File: config.mk
export PLATFORM = sky130hd
export DESIGN_NAME = pkt_len_ctrl
export DESIGN_NICKNAME = d
export VERILOG_FILES = /design/src/rtl/pkt_len_pkg.sv /design/src/rtl/plc_byte_ctr.sv /design/src/rtl/plc_remain_ctr.sv /design/src/rtl/pkt_len_ctrl.sv
export SDC_FILE = /design/constraint.sdc
export NUM_CORES = 1
export LEC_CHECK = 0
export BUFFER_PORTS_ARGS = -buffer_cell sky130_fd_sc_hd__buf_2
export CAP_MARGIN = 25
export CORE_MARGIN = 8
export CORE_UTILIZATION = 58
export DETAILED_ROUTE_END_ITERATION = 10
export PLACE_DENSITY_LB_ADDON = 0.08
export SYNTH_ARGS = -nofsm -noshare
export SYNTH_HDL_FRONTEND = slang
export SYNTH_SLANG_ARGS = --single-unit
File: constraint.sdc
create_clock -name clk_i -period 5.3 [get_ports clk_i]
set_input_delay 0.795 -clock clk_i [delete_from_list [all_inputs] [get_ports clk_i]]
set_output_delay 0.795 -clock clk_i [all_outputs]
set_load 0.1 [all_outputs]
File: src/rtl/pkt_len_pkg.sv
package pkt_len_pkg;
  typedef enum logic {
    ST_IDLE = 1'b0,
    ST_RUN  = 1'b1
  } plc_state_e;
endpackage

File: src/rtl/plc_byte_ctr.sv
module plc_byte_ctr #(
  parameter int CNT_W = 8
) (
  input  logic             clk_i,
  input  logic             rst_ni,
  input  logic             clr_i,
  input  logic             inc_i,
  output logic [CNT_W-1:0] cnt_o,
  output logic [CNT_W-1:0] cnt_nxt_o
);
  logic [CNT_W-1:0] cnt_q;

  assign cnt_nxt_o = cnt_q + CNT_W'(1);  // natural wrap
  assign cnt_o     = cnt_q;

  always_ff @(posedge clk_i or negedge rst_ni) begin
    if (!rst_ni)     cnt_q <= '0;
    else if (clr_i)  cnt_q <= '0;
    else if (inc_i)  cnt_q <= cnt_nxt_o;
  end
endmodule

File: src/rtl/plc_remain_ctr.sv
module plc_remain_ctr #(
  parameter int LEN_W = 16,
  parameter int CNT_W = 8
) (
  input  logic             clk_i,
  input  logic             rst_ni,
  input  logic             load_i,
  input  logic [LEN_W-1:0] len_i,
  input  logic             dec_i,
  output logic [LEN_W-1:0] remain_o,
  output logic             below_nxt_o  // remaining < wrap after one more decrement
);
  localparam logic [LEN_W-1:0] WRAP = LEN_W'(1) << CNT_W;

  logic [LEN_W-1:0] rem_q;

  assign remain_o    = rem_q;
  assign below_nxt_o = (rem_q <= WRAP);

  always_ff @(posedge clk_i or negedge rst_ni) begin
    if (!rst_ni)     rem_q <= '0;
    else if (load_i) rem_q <= len_i;
    else if (dec_i)  rem_q <= rem_q - LEN_W'(1);
  end
endmodule

File: src/rtl/pkt_len_ctrl.sv
module pkt_len_ctrl
  import pkt_len_pkg::*;
#(
  parameter int LEN_W = 16,
  parameter int CNT_W = 8
) (
  input  logic             clk_i,
  input  logic             rst_ni,
  input  logic             start_i,
  input  logic [LEN_W-1:0] total_len_i,
  input  logic             byte_sent_i,
  output logic             busy_o,
  output logic             fixed_mode_o,
  output logic [CNT_W-1:0] prog_len_o,
  output logic [CNT_W-1:0] byte_cnt_o,
  output logic             done_o,
  output logic             err_o
);
  plc_state_e       state_q;
  logic             load, zero_req, step, end_hit;
  logic             fixed_q, done_q, err_q, below_nxt;
  logic [CNT_W-1:0] prog_q, cnt_nxt;
  logic [LEN_W-1:0] remain_q;
  logic             short_len;

  assign short_len = ~|total_len_i[LEN_W-1:CNT_W];
  assign load      = (state_q == ST_IDLE) && start_i && (|total_len_i);
  assign zero_req  = (state_q == ST_IDLE) && start_i && !(|total_len_i);
  assign step      = (state_q == ST_RUN) && byte_sent_i;
  // last byte: only in bounded mode does a counter match mean the end
  assign end_hit   = step && fixed_q && (cnt_nxt == prog_q);

  plc_byte_ctr #(.CNT_W(CNT_W)) u_byte_ctr (
    .clk_i     (clk_i),
    .rst_ni    (rst_ni),
    .clr_i     (load),
    .inc_i     (step),
    .cnt_o     (byte_cnt_o),
    .cnt_nxt_o (cnt_nxt)
  );

  plc_remain_ctr #(.LEN_W(LEN_W), .CNT_W(CNT_W)) u_remain_ctr (
    .clk_i       (clk_i),
    .rst_ni      (rst_ni),
    .load_i      (load),
    .len_i       (total_len_i),
    .dec_i       (step),
    .remain_o    (remain_q),
    .below_nxt_o (below_nxt)
  );

  always_ff @(posedge clk_i or negedge rst_ni) begin
    if (!rst_ni) begin
      state_q <= ST_IDLE;
      fixed_q <= 1'b0;
      prog_q  <= '0;
      done_q  <= 1'b0;
      err_q   <= 1'b0;
    end else begin
      done_q <= end_hit;
      err_q  <= zero_req;
      if (load) begin
        state_q <= ST_RUN;
        fixed_q <= short_len;
        prog_q  <= total_len_i[CNT_W-1:0];
      end else if (step) begin
        fixed_q <= fixed_q | below_nxt;
        if (end_hit) state_q <= ST_IDLE;
      end
    end
  end

  assign busy_o       = (state_q == ST_RUN);
  assign fixed_mode_o = fixed_q;
  assign prog_len_o   = prog_q;
  assign done_o       = done_q;
  assign err_o        = err_q;
endmodule

# Word level (Yosys, flattened, before mapping)
# Index checks and enable logic that the tools add are counted.
# Widths: inputs -> output; s select.
# word_totals
register_bits	36
out_inout_bits	20
# op_classes
add_sub_neg	2
magnitude_cmp	1
eq_ne	1
muxes	9
n_bitwise	2
reduce_logical	13
# op_table
op	count
$mux 16	2
$le 16x9->1 const B	1
$mux 8	2
$reduce_or 16->1	1
$sub 16x1->16 const B	1
$add 8x1->8 const B	1
$eq 8x8->1	1
$reduce_or 8->1	1
$logic_and 1x1->1	6
$mux 1	5
$reduce_bool 2->1	2
$logic_not 1->1	2
$reduce_and 2->1	1
$not 1->1	1
$or 1x1->1	1

# Longest topological paths before layout
# Gate-level depths: netlist of run 1.
# logic_depth
ltp_word	6
mapped_depth	7
ltp_nobuf	7

# Cells and area by module
# Synthesis of run 1 repeated with hierarchy kept, for this count alone.
# hier_totals
cells_unflattened	198
hier_area_um2	2047.0
# by_module_without_submodules
mod	n_inst	cells_per_inst	area_per_inst_um2	seq_area_each_um2
plc_remain_ctr	1	99	948.4	400.4
pkt_len_ctrl	1	47	623.1	300.3
plc_byte_ctr	1	52	475.5	200.2

# Least setup slack after synthesis of run 1
# Ideal clock, no wire load.
# synth_timing
path_type	register -> register
start	register u_byte_ctr.cnt_q[0], in the netlist u_byte_ctr.cnt_o[0]
end	register state_q, in the netlist busy_o
setup_time_ns	0.126
t_arrival_ns	2.555
t_required_ns	5.174
slack_ns	2.619
stages_incl_launch_ff	7
n_path_buf	0
period_less_slack_ns	2.681
cell_sequence	dfrtp_1 -> ha_1 -> nand3_1 -> or4b_1 -> o211ai_1 -> a21oi_1 -> o32a_1
# synth_via
elab_chain_len	5
# synth_rtl
element	line_no	rtl
start: declaration	plc_byte_ctr.sv:11	logic [CNT_W-1:0] cnt_q;
start signal: assignment	plc_byte_ctr.sv:19	else if (inc_i) cnt_q <= cnt_nxt_o;
$add 8x1->8	plc_byte_ctr.sv:13	assign cnt_nxt_o = cnt_q + CNT_W'(1);
$eq 8x8->1	pkt_len_ctrl.sv:31	assign end_hit = step && fixed_q && (cnt_nxt == prog_q);
$logic_and 1x1->1	pkt_len_ctrl.sv:31	
$reduce_bool 2->1 (no line)	n/a	
$reduce_and 2->1 (no line)	n/a	
end signal: assignment	pkt_len_ctrl.sv:54	state_q <= ST_IDLE;
end signal: assignment	pkt_len_ctrl.sv:63	state_q <= ST_RUN;
end signal: assignment	pkt_len_ctrl.sv:68	if (end_hit) state_q <= ST_IDLE;
end: declaration	pkt_len_ctrl.sv:19	plc_state_e state_q;
# Every way passes these cells.
# A chain may end at the register's enable or synchronous reset.

# Worst setup path after layout of run 1
# layout_timing
start	input total_len_i[0]
end	register u_remain_ctr.rem_q[9], in the netlist u_remain_ctr.remain_o[9]
# layout_via
elab_chain_len	3
word_cells_on_any_way	4
classes_between	1 x mux; 3 x reduce/logical
# layout_rtl
element	line_no	rtl
start: declaration	pkt_len_ctrl.sv:10	input logic [LEN_W-1:0] total_len_i,
$reduce_or 16->1 *	pkt_len_ctrl.sv:27	assign load = (state_q == ST_IDLE) && start_i && (|total_len_i);
$logic_and 1x1->1 *	pkt_len_ctrl.sv:27	
$mux 16 or $reduce_bool 2->1 (tied branches)	n/a	
end signal: assignment	plc_remain_ctr.sv:22	else if (load_i) rem_q <= len_i;
end signal: assignment	plc_remain_ctr.sv:23	else if (dec_i) rem_q <= rem_q - LEN_W'(1);
end: declaration	plc_remain_ctr.sv:15	logic [LEN_W-1:0] rem_q;
# Every way passes the cells marked *; elsewhere a longest branch is shown, timed or not.

==> impl_metrics.csv, run 1 <==
group,metric,value,unit
finish,multi_input_area,1010,sq um
finish,drive_above_1_share,20.4,%
timing,holdWs,0.524,ns
run,cap_violations,0,
power_and_ir_drop,finalPower,1.44,mW
route,routed-via-count,1815,
finish,area.sequential,901,sq um
cts,clock-sinks,36,
placement,place.gp.congestion,0.867,
critical_path,cp_num_buf_inv,1,
grt,antenna_found_initial,0,
grt,grt_pass1_vias,1764,
floorplanning,core-area,3280,sq um
timing,relSlewSlack,44.4,%
critical_path,slowest_stage,"nor2_1",
finish,nNetsFinal,278,
synth,syn_area_per_cell,9.04,sq um
grt,grt_overflow,0,
timing,fmax,393,MHz
timing,skew,0.0119,ns
cts,cts_root_buf,"clkbuf_4",
critical_path,endpoint_kind,"flop",
synth,syn_inst,216,
critical_path,critical_path_required,5.52,ns
timing,rsz0062_at_grt,"false",
critical_path,cp_cell_sequence,"buf_2 > nor4_1 > a41oi_1 > nor2_1 > o21ai_0 > o311ai_0",
cts,clock_path_buffers,2,
cts,clock_latency,0.34,ns
finish,syn2layout_area_growth,13.8,%
timing,tightestPinTransition,0.832,ns
floorplanning,num_rows,21,
synth,synth_ff_type,"dfrtp_1",
finish,fillers,284,
power_and_ir_drop,powerDensity,647,nW/um^2
synth,ys_ff_latch,36,
synth,yosysMostFrequentCell,"nand2_1",
floorplanning,die_height,74.0,um
critical_path,slowest_delay,0.68,ns
synth,synthesis.area,1950,sq um
timing,maxSlewViolCount,0,
route,ant_nets,0,
timing,setup_ws,2.75,ns
cts,cts_setup_buffers,0,
floorplanning,ioPinCount,40,
timing,tns,0,ns
timing,setup_violations,0,
critical_path,start_kind,"primary input",
synth,yosys-top-cells-count,"41 x nand2_1, 36 x dfrtp_1, 19 x o21ai_0",
critical_path,path_class,"in -> reg",
cts,cts_tree,"yes",
synth,synthTopCellsByArea,"dfrtp_1 46%, nand2_1 7.9%, xnor2_1 5.4%, o21ai_0 4.9%, nand3_1 3.3%",
route,wl_per_cell,16.7,um
finish,num_antenna_cells,0,
floorplanning,die_w,74.0,um
synth,async_flop_share,100,%
route,drc,0,
grt,grt.total_usage,19.7,%
run_status,outcome,"finished clean",
route,wl,5.01,mm
placement,dpl.hpwl,3.61,mm
cts,post_cts_resized,0,
floorplanning,dieArea,5480,sq um
grt,grt_max_degree,37,
power_and_ir_drop,switching_share,55.8,%
critical_path,crit_family,"simple AND/OR/NAND/NOR gates",
power_and_ir_drop,ir_worst_vdd,316,uV
cts,cts_inserted_buffers,5,
synth,syn-num-nets,239,
power_and_ir_drop,pwr-share-comb,54.6,%
grt,grt_first_pass_wirelength,8.37,mm
cts,hold_buffers,0,
critical_path,worst_ep_arrival_time,2.76,ns
power_and_ir_drop,leakage,0.977,nW
timing,finalHoldViolCount,0,
finish,fin_util,67.7,%
power_and_ir_drop,netSwitchingPower,0.802,mW
placement,placedInstanceArea,2180,sq um
synth,yosys_warnings,0,
critical_path,path_max_fanout,14,
synth,seq_area_frac_synth,46.1,%
placement,port-buffer-count,39,
finish,final_cell_area,2220,sq um
route,drtIter0Drc,134,
timing,period_minus_slack,2.55,ns
timing,fin_crit_sh,48.0,%
placement,post-place-ws,2.35,ns
placement,dp.cells,294,
route,avgViaCountPerCell,6.03,
synth,synth_edf_count,0,
cts,cts_max_level,2,
route,drt_pass1_iterations,4,
synth,synth_cell_types,42,
power_and_ir_drop,power_frac_seq,35.7,%
cts,clk_pin_slew_worst_paths,0.11,ns
power_and_ir_drop,p_int,0.636,mW
synth,synth_top_area_cell,"dfrtp_1",
power_and_ir_drop,p_clk_share,9.7,%
finish,layoutNonFillerInstCount,301,
floorplanning,start_util,59.5,%
worst_hold_path,min_path_type,"in -> async",
synth,synth.top_cell.area_share,46.1,%
==> power by group through the flow <==
| stage | registers [mW] | logic, mW | clock network (mW) |
|---|---|---|---|
| detailed placement | 0.514 | 0.784 | 0 |
| global route | 0.529 | 0.838 | 0.156 |
| global placement | 0.510 | 0.772 | 0 |
| CTS | 0.509 | 0.787 | 0.142 |
| finish | 0.513 | 0.785 | 0.140 |
| floorplan | 0.838 | 0.305 | 0 |
==> placed cells by master, fill, tap and decap left out, types with 2 or more instances in the layout <==
cell,count
nand4_1,2
xor2_1,2
xnor2_1,12
ha_1,3
buf_2,39
dfrtp_1,36
nand3_1,13
clkbuf_4,5
nor3_1,10
o311ai_0,3
and2_1,3
o21ai_0,19
nand2_1,41
nand3b_1,4
nor4_1,6
inv_1,2
o211ai_1,7
a21oi_1,4
o31ai_1,3
a31oi_1,3
nor2_1,14
or4_1,3
==> worst paths after layout <==
kind,to,from,cells past startpoint,slack [ns]
max in group asynchronous,u_remain_ctr.remain_o[15],rst_ni,1,4.28
worst min register to register,u_remain_ctr.remain_o[14],u_remain_ctr.remain_o[14],1,0.53
min in group clk_i,u_remain_ctr.remain_o[14],u_remain_ctr.remain_o[14],1,0.53
worst max-delay path,u_remain_ctr.remain_o[9],total_len_i[0],6,2.75
worst min-delay path,u_byte_ctr.cnt_o[2],rst_ni,1,0.52
worst max register to register,busy_o,u_byte_ctr.cnt_o[0],6,3.16
==> layer usage <==
metal | part of all wire [%] | global-route usage, %
met4 | 0.96 | 6.65
met2 | 49 | 32.4
met5 | 0 | 0
met1 | 44 | 24.5
met3 | 6.1 | 4.72
==> worst register-to-register path: stages, from the launching register on <==
cell	delay, ns
dfrtp_1	0.47
ha_1	0.26
nand3_1	0.26
or4b_1	0.53
o211ai_1	0.10
a21oi_1	0.12
o32a_1	0.29
==> cell families after synthesis <==
| family | share of synthesized area [%] |
|---|---|
| mux | 1.09 |
| fa+ha+maj | 1.92 |
| compound gates | 16.2 |
| simple gates | 26.1 |
| xor+xnor | 6.28 |
| buf+inv | 2.24 |
| flops | 46.1 |
==> final cells by class <==
| class | instances | area share [%] |
|---|---|---|
| clock buffers | 6 | 1.86 |
| clock inverters | 1 | 0.225 |
| inverters | 2 | 0.338 |
| multi-input cells | 170 | 45.4 |
| flip-flops and latches | 36 | 40.5 |
| well taps | 46 | 2.59 |
| repair buffers | 40 | 9.12 |
==> registers in the layout (all words and copies together), names as in the netlist <==
signal	cells
busy_o	1
u_remain_ctr.remain_o	16
prog_len_o	8
err_o	1
u_byte_ctr.cnt_o	8
done_o	1
fixed_mode_o	1
Note: power is estimated with default switching activity, not from simulation.
==> run 2: changes to the inputs <==
--- a/config.mk
+++ b/config.mk
@@ -8,7 +8,7 @@
 export BUFFER_PORTS_ARGS = -buffer_cell sky130_fd_sc_hd__buf_2
 export CAP_MARGIN = 25
 export CORE_MARGIN = 8
-export CORE_UTILIZATION = 58
+export CORE_UTILIZATION = 49
 export DETAILED_ROUTE_END_ITERATION = 10
 export PLACE_DENSITY_LB_ADDON = 0.08
 export SYNTH_ARGS = -nofsm -noshare
==> constraint.sdc (replaced) <==
create_clock -name clk_i -period 2.1 [get_ports clk_i]
set_input_delay 0.315 -clock clk_i [delete_from_list [all_inputs] [get_ports clk_i]]
set_output_delay 0.315 -clock clk_i [all_outputs]
set_load 0.1 [all_outputs]
==> run 2 against run 1 <==
Register-to-register slack worse by 3.0 ns. Utilization down 6.2 points. Critical path depth down 1. Via count increased by 1.3%. Critical endpoint is now u_remain_ctr.remain_o[15]. Largest cell class unchanged. Largest power group unchanged.
==> impl_metrics.csv, run 2 (synthesis results as in run 1) <==
group,metric,value,unit
cts,cts_root_buf,"clkbuf_8",
grt,grt_max_degree,27,
timing,tightestPinTransition,0.586,ns
grt,top_usage_layer,"met2",
route,wl_per_cell,16.7,um
timing,tns,0,ns
critical_path,critPathLaunch,"u_remain_ctr.remain_o[9]",
cts,cts_tree,"yes",
power_and_ir_drop,netSwitchingPower,2.08,mW
critical_path,start_kind,"flop",
critical_path,worst_ep_arrival_time,2.22,ns
critical_path,rr_worst_depth,5,
grt,grt_util_met2,28.5,%
run_status,outcome,"finished clean",
power_and_ir_drop,power_frac_seq,33.2,%
timing,fmax,503,MHz
run,cap_violations,0,
timing,finalHoldViolCount,0,
grt,antenna_found_initial,0,
route,drt_pass1_iterations,4,
grt,grt_first_pass_wirelength,8.65,mm
floorplanning,core-area,3910,sq um
cts,cts_max_level,2,
finish,nNetsFinal,289,
route,wl,5.30,mm
critical_path,path_max_fanout,6,
timing,setup_ws,0.110,ns
placement,post-place-ws,0.143,ns
grt,met1_usage,21.8,%
power_and_ir_drop,p_int,1.90,mW
timing,maxSlewViolCount,0,
floorplanning,num_rows,23,
power_and_ir_drop,leakage,1.05,nW
floorplanning,dieArea,6260,sq um
finish,num_antenna_cells,0,
route,ant_nets,0,
grt,grtUsageMet3,5.08,%
timing,skew,0.00642,ns
placement,port-buffer-count,39,
finish,largest_reg_flops,16,
floorplanning,die_height,79.1,um
power_and_ir_drop,switching_share,52.2,%
placement,placedInstanceArea,2290,sq um
critical_path,critical_path_required,2.33,ns
floorplanning,ioPinCount,40,
cts,cts_setup_buffers,0,
finish,fillers,355,
cts,clock-sinks,36,
grt,grt_pass1_vias,1743,
timing,fin_crit_sh,94.8,%
finish,syn2layout_area_growth,23.3,%
power_and_ir_drop,pwr-share-comb,51.3,%
grt,grt.total_usage,17.5,%
critical_path,path_class,"reg -> reg",
cts,clock_path_buffers,2,
route,avgViaCountPerCell,5.80,
floorplanning,start_util,49.9,%
finish,area.sequential,913,sq um
grt,grt_overflow,0,
timing,period_minus_slack,1.99,ns
finish,drive_above_1_share,26.6,%
floorplanning,die_w,79.1,um
power_and_ir_drop,powerDensity,1650,nW/um^2
critical_path,ff2ff_setup_slack,0.11,ns
critical_path,timing.rr.start,"u_remain_ctr.remain_o[9]",
finish,multi_input_area,1030,sq um
finish,final_cell_area,2410,sq um
power_and_ir_drop,ir_worst_vdd,859,uV
timing,setup_violations,0,
placement,dpl.hpwl,3.99,mm
timing,rsz0062_at_grt,"false",
worst_hold_path,min_path_type,"in -> async",
placement,place.gp.congestion,0.891,
finish,final_common_cell,"nand2_1",
route,drc,0,
critical_path,endpoint_kind,"flop",
timing,relSlewSlack,61.0,%
route,routed-via-count,1838,
finish,fin_util,61.5,%
critical_path,endpoint,"u_remain_ctr.remain_o[15]",
route,drtIter0Drc,118,
critical_path,reg2reg_to,"u_remain_ctr.remain_o[15]",
cts,hold_buffers,0,
cts,cts_inserted_buffers,5,
cts,clock_latency,0.29,ns
finish,final_cell_mix,"41 x nand2_1, 39 x buf_2, 32 x dfrtp_1",
cts,clk_pin_slew_worst_paths,0.08,ns
power_and_ir_drop,p_clk_share,15.5,%
## run 2: changes by cell type in the layout (fill, tap and decap cells not counted), sizes merged
cell,before,now
buf,40,51
bufinv,0,1
clkinvlp,0,1
clkbuf,6,5
## run 2: stage by stage
step | instances | power (mW) | hold slack, ns
floorplan | 216 | 2.93 | 0.0194
global placement | 309 | 3.33 | 0.355
detailed placement | 309 | 3.36 | 0.354
CTS | 317 | 3.99 | 0.0282
global route | 317 | 4.20 | 0.0643
finish | 317 | 3.98 | 0.00996
## run 2: power groups by stage
stage               combinational, mW  sequential, mW  clock (mW)
floorplan                       0.784            2.14           0
global placement                 2.01            1.32           0
CTS                              2.05            1.31       0.629
global route                     2.18            1.37       0.654
finish                           2.04            1.32       0.615
detailed placement               2.04            1.32           0
## run 2: worst min-delay path by stage
| stage | to | start | cells past startpoint |
|---|---|---|---|
| 2_1_floorplan | busy_o | rst_ni | 0 |
| 3_3_place_gp | u_byte_ctr.cnt_o[0] | rst_ni | 1 |
| 3_5_place_dp | u_byte_ctr.cnt_o[0] | rst_ni | 1 |
| 4_1_cts | u_byte_ctr.cnt_o[0] | rst_ni | 1 |
| 5_1_grt | u_byte_ctr.cnt_o[1] | rst_ni | 1 |
| 6_report | u_byte_ctr.cnt_o[0] | rst_ni | 1 |
## run 2: repair_timing
item | CTS | global route
endpoints found under the setup margin | 0 | 1
resized for setup | 0 | 3
hold endpoints to repair | 0 | 0
## run 2: worst max-delay path: stages, from the launching register on
cell	delay, ns
dfrtp_1	0.41
or2_4	0.26
or4_1	0.42
or2_1	0.28
or4_1	0.47
nand3_1	0.09
## run 2: area by class of cell
cell class                      count  area share, %
Multi-Input combinational cell    170           42.7
Sequential cell                    36           37.9
Timing Repair Buffer               51           11.9
Clock buffer                        5           2.86
Tap cell                           50           2.60
Clock inverter                      3           1.77
Inverter                            2          0.312
## run 2: layer usage
metal	vias to the layer above	wire [um]
met4	0	53
met5	-	0
met3	5	299
met2	52	2580
li1	888	-
met1	893	2360
==> run 3: changes to the inputs <==
--- a/config.mk
+++ b/config.mk
@@ -5,10 +5,11 @@
 export SDC_FILE = /design/constraint.sdc
 export NUM_CORES = 1
 export LEC_CHECK = 0
+export ABC_AREA = 1
 export BUFFER_PORTS_ARGS = -buffer_cell sky130_fd_sc_hd__buf_2
 export CAP_MARGIN = 25
 export CORE_MARGIN = 8
-export CORE_UTILIZATION = 49
+export CORE_UTILIZATION = 50
 export DETAILED_ROUTE_END_ITERATION = 10
 export PLACE_DENSITY_LB_ADDON = 0.08
 export SYNTH_ARGS = -nofsm -noshare
==> run 3 against run 2 <==
Clock power fell by 16%. Non-clock buffer count fell by 7. Worst hold slack improved by 0.25 ns. Utilization fell by 2.2 points. Combinational power rose by 31%. Clock skew barely moved. Power rose by 13%. Clock-buffer cell count rose by 1. Critical endpoint is now u_remain_ctr.remain_o[14].
==> impl_metrics.csv, run 3 <==
group,metric,value,unit
run_status,outcome,"finished clean",
timing,tightestPinTransition,0.489,ns
timing,finalHoldViolCount,0,
finish,final_cell_area,2540,sq um
floorplanning,ioPinCount,40,
grt,grt_max_degree,25,
route,ant_nets,0,
floorplanning,num_rows,24,
floorplanning,die_w,82.2,um
placement,dpl.hpwl,4.26,mm
cts,clock_latency,0.29,ns
route,routed-via-count,2049,
critical_path,ff2ff_setup_slack,0.39,ns
cts,clock_path_buffers,2,
power_and_ir_drop,powerDensity,1760,nW/um^2
cts,cts_max_level,2,
power_and_ir_drop,ir_worst_vdd,1250,uV
finish,syn2layout_area_growth,16.1,%
synth,syn-num-nets,317,
finish,drive_above_1_share,20.6,%
grt,met1_usage,24.4,%
cts,cts_tree,"yes",
route,drtIter0Drc,156,
synth,yosys_warnings,0,
finish,nNetsFinal,361,
synth,syn_inst,294,
floorplanning,die_height,82.2,um
timing,maxSlewViolCount,0,
critical_path,start_kind,"flop",
synth,synth_ff_type,"dfrtp_1",
grt,grtUsageMet3,3.79,%
critical_path,reg2reg_to,"u_remain_ctr.remain_o[14]",
run,cap_violations,0,
critical_path,cp_cell_sequence,"inv_1 > ha_1 > nand2_1 > nor3_2 > nand3_1 > nand2_1 > nand2_1 > o21bai_1",
grt,top_usage_layer,"met2",
finish,final_cell_mix,"81 x nand2_1, 39 x buf_2, 35 x inv_1",
critical_path,timing.rr.start,"u_remain_ctr.remain_o[0]",
cts,cts_inserted_buffers,5,
timing,fmax,584,MHz
cts,clock-sinks,36,
synth,ys_ff_latch,36,
cts,post_cts_resized,0,
grt,grt_first_pass_wirelength,9.36,mm
cts,clk_pin_slew_worst_paths,0.07,ns
cts,cts_root_buf,"clkbuf_8",
synth,yosys-top-cells-count,"81 x nand2_1, 36 x dfrtp_1, 35 x inv_1",
critical_path,endpoint,"u_remain_ctr.remain_o[14]",
floorplanning,dieArea,6760,sq um
synth,synthTopCellsByArea,"dfrtp_1 41%, nand2_1 14%, nand3_1 7.8%, inv_1 6.0%, nor2_1 5.0%",
critical_path,cp_common_cell,"nand2_1",
worst_hold_path,min_path_type,"in -> reg",
timing,setup_violations,0,
synth,synth_top_area_cell,"dfrtp_1",
synth,synthesis.area,2190,sq um
synth,syn_area_per_cell,7.46,sq um
power_and_ir_drop,leakage,1.27,nW
timing,rsz0062_at_grt,"false",
synth,yosysMostFrequentCell,"nand2_1",
critical_path,slowest_delay,0.36,ns
critical_path,worst_ep_arrival_time,1.93,ns
worst_hold_path,hp-start,"total_len_i[10]",
route,drc,0,
finish,num_antenna_cells,0,
timing,period_minus_slack,1.71,ns
placement,port-buffer-count,39,
floorplanning,start_util,51.0,%
grt,grt_util_met2,27.4,%
finish,final_common_cell,"nand2_1",
synth,async_flop_share,100,%
grt,antenna_found_initial,0,
route,avgViaCountPerCell,5.24,
timing,tns,0,ns
grt,grt_overflow,0,
route,drt_pass1_iterations,4,
synth,synth_edf_count,0,
synth,synth.top_cell.area_share,41.1,%
timing,skew,0.00683,ns
placement,placedInstanceArea,2440,sq um
grt,grt_pass1_vias,2028,
critical_path,path_max_fanout,6,
timing,fin_crit_sh,81.6,%
route,wl_per_cell,14.0,um
timing,holdWs,0.261,ns
floorplanning,core-area,4290,sq um
placement,place.gp.congestion,0.849,
synth,synth_cell_types,36,
critical_path,rr_worst_depth,8,
finish,fillers,414,
critical_path,critical_path_required,2.32,ns
finish,largest_reg_flops,16,
critical_path,path_class,"reg -> reg",
route,wl,5.47,mm
grt,grt.total_usage,17.9,%
critical_path,slowest_stage,"dfrtp_1",
synth,seq_area_frac_synth,41.1,%
critical_path,endpoint_kind,"flop",
timing,relSlewSlack,67.6,%
critical_path,critPathLaunch,"u_remain_ctr.remain_o[0]",
run 3: worst min path at each step:
stage / end / depth (start not counted)
6_report: u_remain_ctr.remain_o[10] / 3
5_1_grt: u_remain_ctr.remain_o[10] / 3
4_1_cts: u_remain_ctr.remain_o[15] / 3
3_5_place_dp: prog_len_o[2] / 1
3_3_place_gp: prog_len_o[2] / 1
2_1_floorplan: busy_o / 0
run 3: what timing repair did:
item	4_1_cts	5_1_grt
hold endpoints to repair	2	0
hold buffers	1	0
setup buffers	0	0
endpoints found under the setup margin	0	0
run 3: per-layer routing:
metal	share of wire [%]	vias up
li1	-	1042
met1	48	940
met2	45	60
met3	5.8	7
met4	1.2	0
met5	0	-
run 3: report_power, final:
part	total, mW	switching (mW)	leakage, nW	internal [mW]
combinational	2.67	2.07	0.767	0.607
clock	0.519	0.257	0.0510	0.262
sequential	1.29	0.290	0.449	0.995
total	4.48	2.61	1.27	1.86
run 3: area by class of cell:
cell class	count	area (sq um)	area share (%)
multi-input cells	214	1100	43.1
flip-flops and latches	36	903	35.5
clock buffers	6	82.6	3.24
clock inverters	2	10.0	0.393
inverters	37	139	5.46
repair buffers	44	248	9.73
well taps	52	65.1	2.56
run 3: metrics by stage:
stage | util [%] | cells | total power [mW] | setup WS [ns]
after floorplan | - | 294 | 3.46 | 0.0794
after global placement | 56.9 | 382 | 3.96 | 0.382
after detailed placement | 56.9 | 382 | 3.97 | 0.381
after CTS | 59.3 | 391 | 4.50 | 0.377
after global routing | 59.3 | 391 | 4.79 | 0.194
final | 59.3 | 391 | 4.48 | 0.386
run 3: logic make-up after synthesis:
group           share of synthesized area [%]
fa+ha+maj                                1.71
simple gates                             35.0
buf+inv                                  8.85
compound gates                           11.0
flops                                    41.1
xor+xnor                                 2.40
run 3: critical path, delay by kind of cell (launching register included):
kind	cells	cell delay [ns]
AND/OR/NAND/NOR	5	0.73
buffers and inverters	1	0.19
flip-flops	1	0.36
adder cells (fa/ha/maj)	1	0.24
AO/OA/AOI/OAI	1	0.12
